## config.mk

```make
export PLATFORM = sky130hd
export DESIGN_NAME = sram_async_ctrl
export DESIGN_NICKNAME = d
export VERILOG_FILES = /design/src/rtl/sram_ctl_pkg.sv /design/src/rtl/sram_phase_timer.sv /design/src/rtl/sram_ret_guard.sv /design/src/rtl/sram_async_ctrl.sv
export SDC_FILE = /design/constraint.sdc
export NUM_CORES = 1
export LEC_CHECK = 0
export BUFFER_PORTS_ARGS = -buffer_cell sky130_fd_sc_hd__buf_2
export CORE_ASPECT_RATIO = 0.5
export CORE_MARGIN = 4
export CORE_UTILIZATION = 48
export DETAILED_ROUTE_END_ITERATION = 6
export PLACE_DENSITY = 0.76
export RECOVER_POWER = 50
export REMOVE_ABC_BUFFERS = 1
export SYNTH_ARGS = -nofsm -noshare
export SYNTH_HDL_FRONTEND = slang
export SYNTH_SLANG_ARGS = --single-unit
```

## constraint.sdc

```tcl
create_clock -name clk -period 1.9 [get_ports clk]
set_input_delay 0 -clock clk [delete_from_list [all_inputs] [get_ports clk]]
set_output_delay 0 -clock clk [all_outputs]
set_load 0.01 [all_outputs]
```

## src/rtl/sram_ctl_pkg.sv

```systemverilog
package sram_ctl_pkg;

  function automatic int ns_to_cyc(input int ns, input int per_ns);
    int c;
    c = (ns + per_ns - 1) / per_ns;
    return (c < 1) ? 1 : c;
  endfunction

  function automatic int imax(input int a, input int b);
    return (a > b) ? a : b;
  endfunction

  function automatic int rest_after(input int total, input int used);
    return (total > used) ? total - used : 1;
  endfunction

  typedef enum logic [2:0] {
    ST_IDLE,
    ST_READ,
    ST_WSET,
    ST_WDRV,
    ST_WHOLD
  } ctl_state_t;

  typedef enum logic [1:0] {
    RG_OFF,
    RG_HOLD,
    RG_WAIT
  } ret_state_t;

endpackage

```

## src/rtl/sram_phase_timer.sv

```systemverilog
module sram_phase_timer #(
  parameter int CNT_W = 4
) (
  input  logic             clk,
  input  logic             rst,
  input  logic             load,
  input  logic [CNT_W-1:0] load_val,
  output logic             expired
);
  logic [CNT_W-1:0] cnt_q;

  always_ff @(posedge clk) begin
    if (rst)                cnt_q <= '0;
    else if (load)          cnt_q <= load_val;
    else if (cnt_q != '0)   cnt_q <= cnt_q - 1'b1;
  end

  assign expired = (cnt_q == '0);
endmodule

```

## src/rtl/sram_ret_guard.sv

```systemverilog
module sram_ret_guard
  import sram_ctl_pkg::*;
#(
  parameter int CNT_W  = 4,
  parameter int RC_CYC = 7
) (
  input  logic clk,
  input  logic rst,
  input  logic ret_req,
  input  logic ctl_idle,
  output logic block,
  output logic ret_ack
);
  localparam logic [CNT_W-1:0] RC_LD = CNT_W'(RC_CYC - 1);

  ret_state_t st_q;
  logic       tm_load;
  logic       tm_exp;

  assign tm_load = (st_q == RG_HOLD) && !ret_req;

  sram_phase_timer #(.CNT_W(CNT_W)) u_rc_timer (
    .clk      (clk),
    .rst      (rst),
    .load     (tm_load),
    .load_val (RC_LD),
    .expired  (tm_exp)
  );

  always_ff @(posedge clk) begin
    if (rst) st_q <= RG_OFF;
    else begin
      case (st_q)
        RG_OFF:  if (ret_req && ctl_idle) st_q <= RG_HOLD;
        RG_HOLD: if (!ret_req) st_q <= RG_WAIT;
        RG_WAIT: begin
          if (ret_req)     st_q <= RG_HOLD;
          else if (tm_exp) st_q <= RG_OFF;
        end
        default: st_q <= RG_OFF;
      endcase
    end
  end

  assign block   = (st_q != RG_OFF);
  assign ret_ack = (st_q == RG_HOLD);
endmodule

```

## src/rtl/sram_async_ctrl.sv

```systemverilog
module sram_async_ctrl
  import sram_ctl_pkg::*;
#(
  parameter int ADDR_W   = 15,
  parameter int DATA_W   = 8,
  parameter int CLK_NS   = 8,
  parameter int T_RC_NS  = 55,
  parameter int T_AA_NS  = 55,
  parameter int T_OE_NS  = 25,
  parameter int T_WC_NS  = 55,
  parameter int T_WP_NS  = 40,
  parameter int T_CW_NS  = 45,
  parameter int T_AW_NS  = 45,
  parameter int T_DW_NS  = 25,
  parameter int T_OHZ_NS = 20
) (
  input  logic              clk,
  input  logic              rst,
  input  logic              req_valid,
  output logic              req_ready,
  input  logic              req_write,
  input  logic [ADDR_W-1:0] req_addr,
  input  logic [DATA_W-1:0] req_wdata,
  output logic              rsp_valid,
  output logic              rsp_write,
  output logic [DATA_W-1:0] rsp_rdata,
  input  logic              ret_req,
  output logic              ret_ack,
  output logic [ADDR_W-1:0] mem_addr,
  output logic              mem_cs_n,
  output logic              mem_we_n,
  output logic              mem_oe_n,
  output logic [DATA_W-1:0] mem_dq_out,
  output logic              mem_dq_oe,
  input  logic [DATA_W-1:0] mem_dq_in
);
  // Phase lengths in clock cycles
  localparam int RC_CYC = ns_to_cyc(T_RC_NS, CLK_NS);
  localparam int RD_CYC = imax(imax(RC_CYC, ns_to_cyc(T_AA_NS, CLK_NS)),
                               ns_to_cyc(T_OE_NS, CLK_NS));
  localparam int HZ_CYC = ns_to_cyc(T_OHZ_NS, CLK_NS);
  localparam int WD_CYC = imax(
      imax(ns_to_cyc(T_DW_NS, CLK_NS), rest_after(ns_to_cyc(T_WP_NS, CLK_NS), HZ_CYC)),
      imax(imax(rest_after(ns_to_cyc(T_CW_NS, CLK_NS), HZ_CYC),
                rest_after(ns_to_cyc(T_AW_NS, CLK_NS), HZ_CYC)),
           rest_after(ns_to_cyc(T_WC_NS, CLK_NS), HZ_CYC)));
  localparam int MAX_CYC = imax(imax(RD_CYC, HZ_CYC), imax(WD_CYC, RC_CYC));
  localparam int CNT_W   = $clog2(MAX_CYC + 1);
  localparam logic [CNT_W-1:0] RD_LD = CNT_W'(RD_CYC - 1);
  localparam logic [CNT_W-1:0] HZ_LD = CNT_W'(HZ_CYC - 1);
  localparam logic [CNT_W-1:0] WD_LD = CNT_W'(WD_CYC - 1);

  ctl_state_t        st_q;
  logic [ADDR_W-1:0] addr_q;
  logic [DATA_W-1:0] wdata_q;
  logic [DATA_W-1:0] rdata_q;
  logic              cs_n_q, we_n_q, oe_n_q, dq_oe_q;
  logic              rsp_valid_q, rsp_write_q;
  logic              tm_load, tm_exp;
  logic [CNT_W-1:0]  tm_val;
  logic              blocked;
  logic              accept;

  assign req_ready = (st_q == ST_IDLE) && !blocked && !ret_req;
  assign accept    = req_valid && req_ready;

  sram_ret_guard #(.CNT_W(CNT_W), .RC_CYC(RC_CYC)) u_guard (
    .clk      (clk),
    .rst      (rst),
    .ret_req  (ret_req),
    .ctl_idle (st_q == ST_IDLE),
    .block    (blocked),
    .ret_ack  (ret_ack)
  );

  sram_phase_timer #(.CNT_W(CNT_W)) u_phase (
    .clk      (clk),
    .rst      (rst),
    .load     (tm_load),
    .load_val (tm_val),
    .expired  (tm_exp)
  );

  always_comb begin
    tm_load = 1'b0;
    tm_val  = RD_LD;
    case (st_q)
      ST_IDLE: if (accept) begin
        tm_load = 1'b1;
        tm_val  = req_write ? HZ_LD : RD_LD;
      end
      ST_WSET: if (tm_exp) begin
        tm_load = 1'b1;
        tm_val  = WD_LD;
      end
      default: ;
    endcase
  end

  always_ff @(posedge clk) begin
    if (rst) begin
      st_q        <= ST_IDLE;
      addr_q      <= '0;
      wdata_q     <= '0;
      rdata_q     <= '0;
      cs_n_q      <= 1'b1;
      we_n_q      <= 1'b1;
      oe_n_q      <= 1'b1;
      dq_oe_q     <= 1'b0;
      rsp_valid_q <= 1'b0;
      rsp_write_q <= 1'b0;
    end else begin
      rsp_valid_q <= 1'b0;
      case (st_q)
        ST_IDLE: if (accept) begin
          addr_q  <= req_addr;
          wdata_q <= req_wdata;
          cs_n_q  <= 1'b0;
          we_n_q  <= !req_write;
          oe_n_q  <= req_write;
          st_q    <= req_write ? ST_WSET : ST_READ;
        end
        ST_READ: if (tm_exp) begin
          rdata_q     <= mem_dq_in;
          cs_n_q      <= 1'b1;
          oe_n_q      <= 1'b1;
          rsp_valid_q <= 1'b1;
          rsp_write_q <= 1'b0;
          st_q        <= ST_IDLE;
        end
        ST_WSET: if (tm_exp) begin
          dq_oe_q <= 1'b1;
          st_q    <= ST_WDRV;
        end
        ST_WDRV: if (tm_exp) begin
          cs_n_q <= 1'b1;
          we_n_q <= 1'b1;
          st_q   <= ST_WHOLD;
        end
        ST_WHOLD: begin
          dq_oe_q     <= 1'b0;
          rsp_valid_q <= 1'b1;
          rsp_write_q <= 1'b1;
          st_q        <= ST_IDLE;
        end
        default: st_q <= ST_IDLE;
      endcase
    end
  end

  assign rsp_valid  = rsp_valid_q;
  assign rsp_write  = rsp_write_q;
  assign rsp_rdata  = rdata_q;
  assign mem_addr   = addr_q;
  assign mem_cs_n   = cs_n_q;
  assign mem_we_n   = we_n_q;
  assign mem_oe_n   = oe_n_q;
  assign mem_dq_out = wdata_q;
  assign mem_dq_oe  = dq_oe_q;
endmodule

```

== Yosys cells after proc, flatten, opt, wreduce, memory -nomap -nowiden ==
Cells that the tools add are included.

* Word-level logic and storage cells: 96
* Memory bits (read-only): 0
* Memories kept: 0
* RAM bits: 0
* Input port bits: 36
* Register bits after elaboration: 48
* Bits in latches: 0

* Shift operators: 0
* Add/subtract/negate cells: 2
* Muxes and demuxes: 33
* Multiply operators: 0
* Reduce and logical (&&, ||, !) cells: 33
* Bitwise gates (word level): 0
* Divide/modulo/power cells: 0
* $lt $le $gt $ge: 0
* Equality and inequality tests: 14

{| class="wikitable"
|+ Operators by type and width
! operator !! number
|-
| $mux W3 || 11
|-
| $reduce_bool A2 Y1 || 8
|-
| $pmux W1 S2 || 7
|-
| $pmux W3 S4 || 1
|-
| $reduce_and A3 Y1 || 4
|-
| $mux W2 || 5
|-
| $ne A2 B2 Y1 const B || 5
|-
| $logic_not A3 Y1 || 3
|-
| $reduce_and A2 Y1 || 4
|-
| $mux W1 || 7
|-
| $eq A3 B2 Y1 const B || 2
|-
| $pmux W2 S3 || 1
|-
| $pmux W3 S2 || 1
|-
| $reduce_bool A3 Y1 || 2
|-
| $sub A3 B1 Y3 const B || 2
|-
| $logic_and A1 B1 Y1 || 5
|-
| $ne A2 B1 Y1 const B || 2
|-
| $reduce_and A4 Y1 || 1
|-
| $reduce_or A2 Y1 || 2
|-
| $eq A3 B1 Y1 const B || 1
|-
| $eq A3 B3 Y1 const B || 1
|-
| $logic_not A1 Y1 || 3
|-
| $ne A3 B2 Y1 const B || 1
|-
| $eq A2 B1 Y1 const B || 1
|-
| other kinds (2) || 2
|}

== Depth between registers and ports, before layout ==
* Depth in word-level cells: 8
* Gate-level depth with buffers: 6

== Modules after synthesis ==
A second synthesis with hierarchy kept.

* Cell total of the unflattened synthesis: 246
* Area, all modules: 2169.6 um^2

{| class="wikitable"
|+ By module, submodules not included
! module !! cells each !! instances !! area an instance (um^2) !! sequential area each (um^2)
|-
| sram_async_ctrl || 189 || 1 || 1650.3 || 800.8
|-
| sram_phase_timer || 22 || 2 || 206.4 || 60.1
|-
| sram_ret_guard || 13 || 1 || 106.4 || 40.0
|}

== Least setup slack after synthesis ==
Ideal clock, no wire load.

* Path kind: reg2reg
* Start: reg u_phase.cnt_q[0]
* End: reg rdata_q[0], in the netlist rsp_rdata[0]
* Path slack: 0.528 ns
* Arrival time: 1.254 ns
* Buffers on the path: 0
* Stages on the path, launching flop included: 7
* Data required time: 1.783 ns
* Period minus slack after synthesis: 1.372 ns
* Path through: dfxtp_1 inv_1 ha_1 nand4bb_1 nor2_4 mux2i_1 nor2_1

* Cells in the longest elaborated chain, start to end: 2

{| class="wikitable"
|+ Ends and longest elaborated chain
! element !! line !! RTL
|-
| from (decl) || sram_phase_timer.sv:10 || <nowiki>logic [CNT_W-1:0] cnt_q;</nowiki>
|-
| from (signal assigned) || sram_phase_timer.sv:14 || <nowiki>else if (load) cnt_q <= load_val;</nowiki>
|-
| from (signal assigned) || sram_phase_timer.sv:15 || <nowiki>else if (cnt_q != '0) cnt_q <= cnt_q - 1'b1;</nowiki>
|-
| $logic_not A3 Y1 || sram_phase_timer.sv:18 || <nowiki>assign expired = (cnt_q == '0);</nowiki>
|-
| $reduce_and A2 Y1 (no source line) || n/a ||
|-
| to (signal assigned) || sram_async_ctrl.sv:124 || <nowiki>rdata_q <= mem_dq_in;</nowiki>
|-
| to (decl) || sram_async_ctrl.sv:56 || <nowiki>logic [DATA_W-1:0] rdata_q;</nowiki>
|}

Every way passes these cells.
A chain may end at the register's enable or synchronous reset.

== Worst setup path after layout ==
* Start: reg st_q[0]
* End: reg st_q[0]

* Cells in the longest elaborated chain, start to end: 6

{| class="wikitable"
|+ Ends and longest elaborated chain
! element !! line !! RTL
|-
| from (decl) || sram_async_ctrl.sv:53 || <nowiki>ctl_state_t st_q;</nowiki>
|-
| from (signal assigned) || sram_async_ctrl.sv:121 || <nowiki>st_q <= req_write ? ST_WSET : ST_READ;</nowiki>
|-
| $logic_not A3 Y1 || sram_async_ctrl.sv:64, sram_async_ctrl.sv:114 ||
|-
| $logic_and A1 B1 Y1 (2 in a row) || sram_async_ctrl.sv:64 || <nowiki>assign req_ready = (st_q == ST_IDLE) && !blocked && !ret_req;</nowiki>
|-
| $logic_and A1 B1 Y1 || sram_async_ctrl.sv:65 || <nowiki>assign accept = req_valid && req_ready;</nowiki>
|-
| $ne A2 B2 Y1 (no source line) || n/a ||
|-
| $reduce_and A4 Y1 (no source line) || n/a ||
|}

Parallel ways exist; a longest one is shown, timed or not.

==> flow_metrics.tcl <==
set metrics [dict create \
    diodes 0 \
    firstDrtPassIters 4 \
    ctsRootBufferMaster "clkbuf_8" \
    status "finished, violations left" \
    netlist_instances 220 \
    dp_slack_ns 0.324 \
    hpwl_mm 3.15 \
    viasPerCell 5.03 \
    die_height_um 53.0 \
    crit_path_start_kind "register" \
    fin_nets 365 \
    p_leak_uw 0.00107 \
    r2r_start "st_q[0]" \
    final_common_cell "nand2_1" \
    clk_path_buf_depth 2 \
    cap_violations 0 \
    crit_type "reg2reg" \
    via_count 1911 \
    layout_common_cells "nand2_1, dfxtp_1, clkbuf_1, buf_2, dlygate4sd3_1" \
    synth-edff-count 0 \
    fin_crit_ns 1.62 \
    arrival_ns 1.85 \
    areaGrowthSynthToFinish_pct 39.9 \
    die-width_um 98.0 \
    grt_pass1_vias 1878 \
    fin_area_sq_um 2720 \
    violations "hold timing" \
    drv_slew 0 \
    post_drt_wl_per_cell_um 13.3 \
    critPathMaxFanout 16 \
    worst_slew_pin_slew_ns 0.636 \
    rr_worst_depth 5 \
    wl_mm 5.04 \
    gp_congestion 0.887 \
    peakVddDrop_uv 554 \
    fin_setup_tns_ns 0 \
    clock_sinks 48 \
    syn-cell-area_sq_um 1940 \
    share_comb_of_total_power_pct 26.1 \
    antenna_left 0 \
    nFillCells 336 \
    start_util_pct 49.8 \
    yosys.cell_types.count 41 \
    reg2reg_setup_slack_ns 0.28 \
    setup_viol 0 \
    synth-main-ff-cell "dfxtp_1" \
    required_ns 2.12 \
    netSwitchingPower_uw 777 \
    grtUsageTotal_pct 19.7 \
    clock_latency_ns 0.30 \
    grt_max_degree 34 \
    core_sq_um 3900 \
    holdCritPathClass "in2reg" \
    final.setup_skew_ns 0.00543 \
    portBuffers 74 \
    crit_path_end_kind "register" \
    seq_area_frac_synth_pct 49.4 \
    reg2reg_to "st_q[0]" \
    dieArea_sq_um 5200 \
    cts_tree "built" \
    post_cts_buffers 0 \
    ios 75 \
    hold_viol 1 \
    placementRows 16 \
    regArea_sq_um 961 \
    drive_gt1_share_pct 18.1 \
    internal_power_uw 1800 \
    clk_pin_slew_ns 0.09 \
    holdWs_ns -0.000639 \
    synth_seq_cells 48 \
    h-tree-depth 2 \
    worstHoldEndpoint "mem_oe_n" \
    worstPathCellList "nor3_2, and3_1, buf_4, nand2_1, a21oi_1" \
    multi_input_area_sq_um 873 \
    overflow 0 \
    grt_pass1_wl_mm 8.17 \
    total_power_uw 2570 \
    cts_inserted_buffers 5 \
    yosys_warnings 0 \
    p_sw_share_pct 30.2 \
    synthArstFlopShare_pct 0 \
    antenna_found_initial 0 \
    rsz0062_at_grt "no" \
    max_stage_delay_ns 0.45 \
    cpMaxStageDelayCell "dfxtp_1" \
    fin_ws_ns 0.278 \
    worstHoldStart "req_write" \
    seqPwrFrac_pct 46.0 \
    max_clock_freq_mhz 617 \
    syn_area_per_cell_sq_um 8.84 \
    powerDensity_nw_per_um2 946 \
    period_share_pct 85.4 \
    clkPwrFrac_pct 27.9 \
    drc 0 \
    drtIter0Drc 103 \
    slew-limit-headroom_pct 57.6 \
    min_path_cells 3 \
    place_area_sq_um 2340 \
]
-- critical path: cells and delay by family (launching register included) --
kind            cells  cell delay [ns]
compound gates      1             0.15
flops               1             0.45
simple gates        3             0.70
buf+inv             1             0.25
-- Yosys cell counts (3+ instances only) --
master,n,area (sq um)
nand2_1,52,195
inv_1,5,18.8
buf_6,3,33.8
clkbuf_1,4,15.0
nor3_1,6,30.0
buf_2,4,20.0
ha_1,4,50.1
a21oi_1,29,145
nor2_1,16,60.1
a211oi_1,3,22.5
dfxtp_1,48,961
mux2i_1,10,100
-- per-stage QoR --
| step | utilization (%) | instances |
|---|---|---|
| after floorplan | - | 206 |
| after global placement | 59.9 | 340 |
| after detailed placement | 59.9 | 340 |
| after CTS | 70.9 | 380 |
| after global routing | 69.7 | 380 |
| final | 69.7 | 380 |
-- metal layers --
layer,vias up,routed length (um),GRT usage [%]
li1,947,-,-
met1,899,2090,20.5
met2,53,2650,39.4
met3,12,214,4.74
met4,0,92,7.13
met5,-,0,0
-- power groups by stage --
stage / Sequential [uW] / Combinational [uW] / Clock (uW)
finish: 1180 / 672 / 717
CTS: 1180 / 680 / 734
global placement: 1200 / 614 / 0
floorplan: 1210 / 401 / 0
global route: 1200 / 749 / 784
detailed placement: 1200 / 627 / 0
-- repair_timing --
item	4_1_cts	5_1_grt
hold buffers	32	0
hold endpoints to repair	33	0
resized for setup	0	0
-- cell type report --
type / count / area share [%]
Clock buffer: 6 / 2.67
Clock inverter: 2 / 1.29
Inverter: 6 / 0.828
Multi-Input combinational cell: 152 / 32.1
Sequential cell: 48 / 35.3
Tap cell: 54 / 2.48
Timing Repair Buffer: 112 / 25.3
-- sequential cells by signal, indices dropped and copies added (netlist names) --
signal / flops
st_q: 3
mem_oe_n: 1
mem_dq_oe: 1
u_guard.u_rc_timer.cnt_q: 3
mem_cs_n: 1
mem_dq_out: 8
u_phase.cnt_q: 3
mem_addr: 15
u_guard.st_q: 2
rsp_rdata: 8
rsp_valid: 1
rsp_write: 1
mem_we_n: 1
-- how the worst max path moves through the flow --
stage                     cells past startpoint           end              from
after floorplan                               3      mem_cs_n           st_q[1]
after global placement                        6  rsp_rdata[3]  u_phase.cnt_q[0]
after detailed placement                      6  rsp_rdata[1]  u_phase.cnt_q[0]
after CTS                                     5       st_q[0]           st_q[0]
after global routing                          5   mem_addr[5]           st_q[0]
final                                         5       st_q[0]           st_q[0]
-- kinds of logic after synthesis --
kind of cell | count (synthesis) | share of synthesized area [%]
AOI/OAI and AO/OA | 44 | 14.7
xor gates and xnor gates | 1 | 0.451
adders and majority gates | 4 | 2.57
buffers and inverters | 20 | 5.66
DFF | 48 | 49.4
muxes | 10 | 5.15
and+or+nand+nor | 93 | 22.0
(Power assumes the default switching activity.)
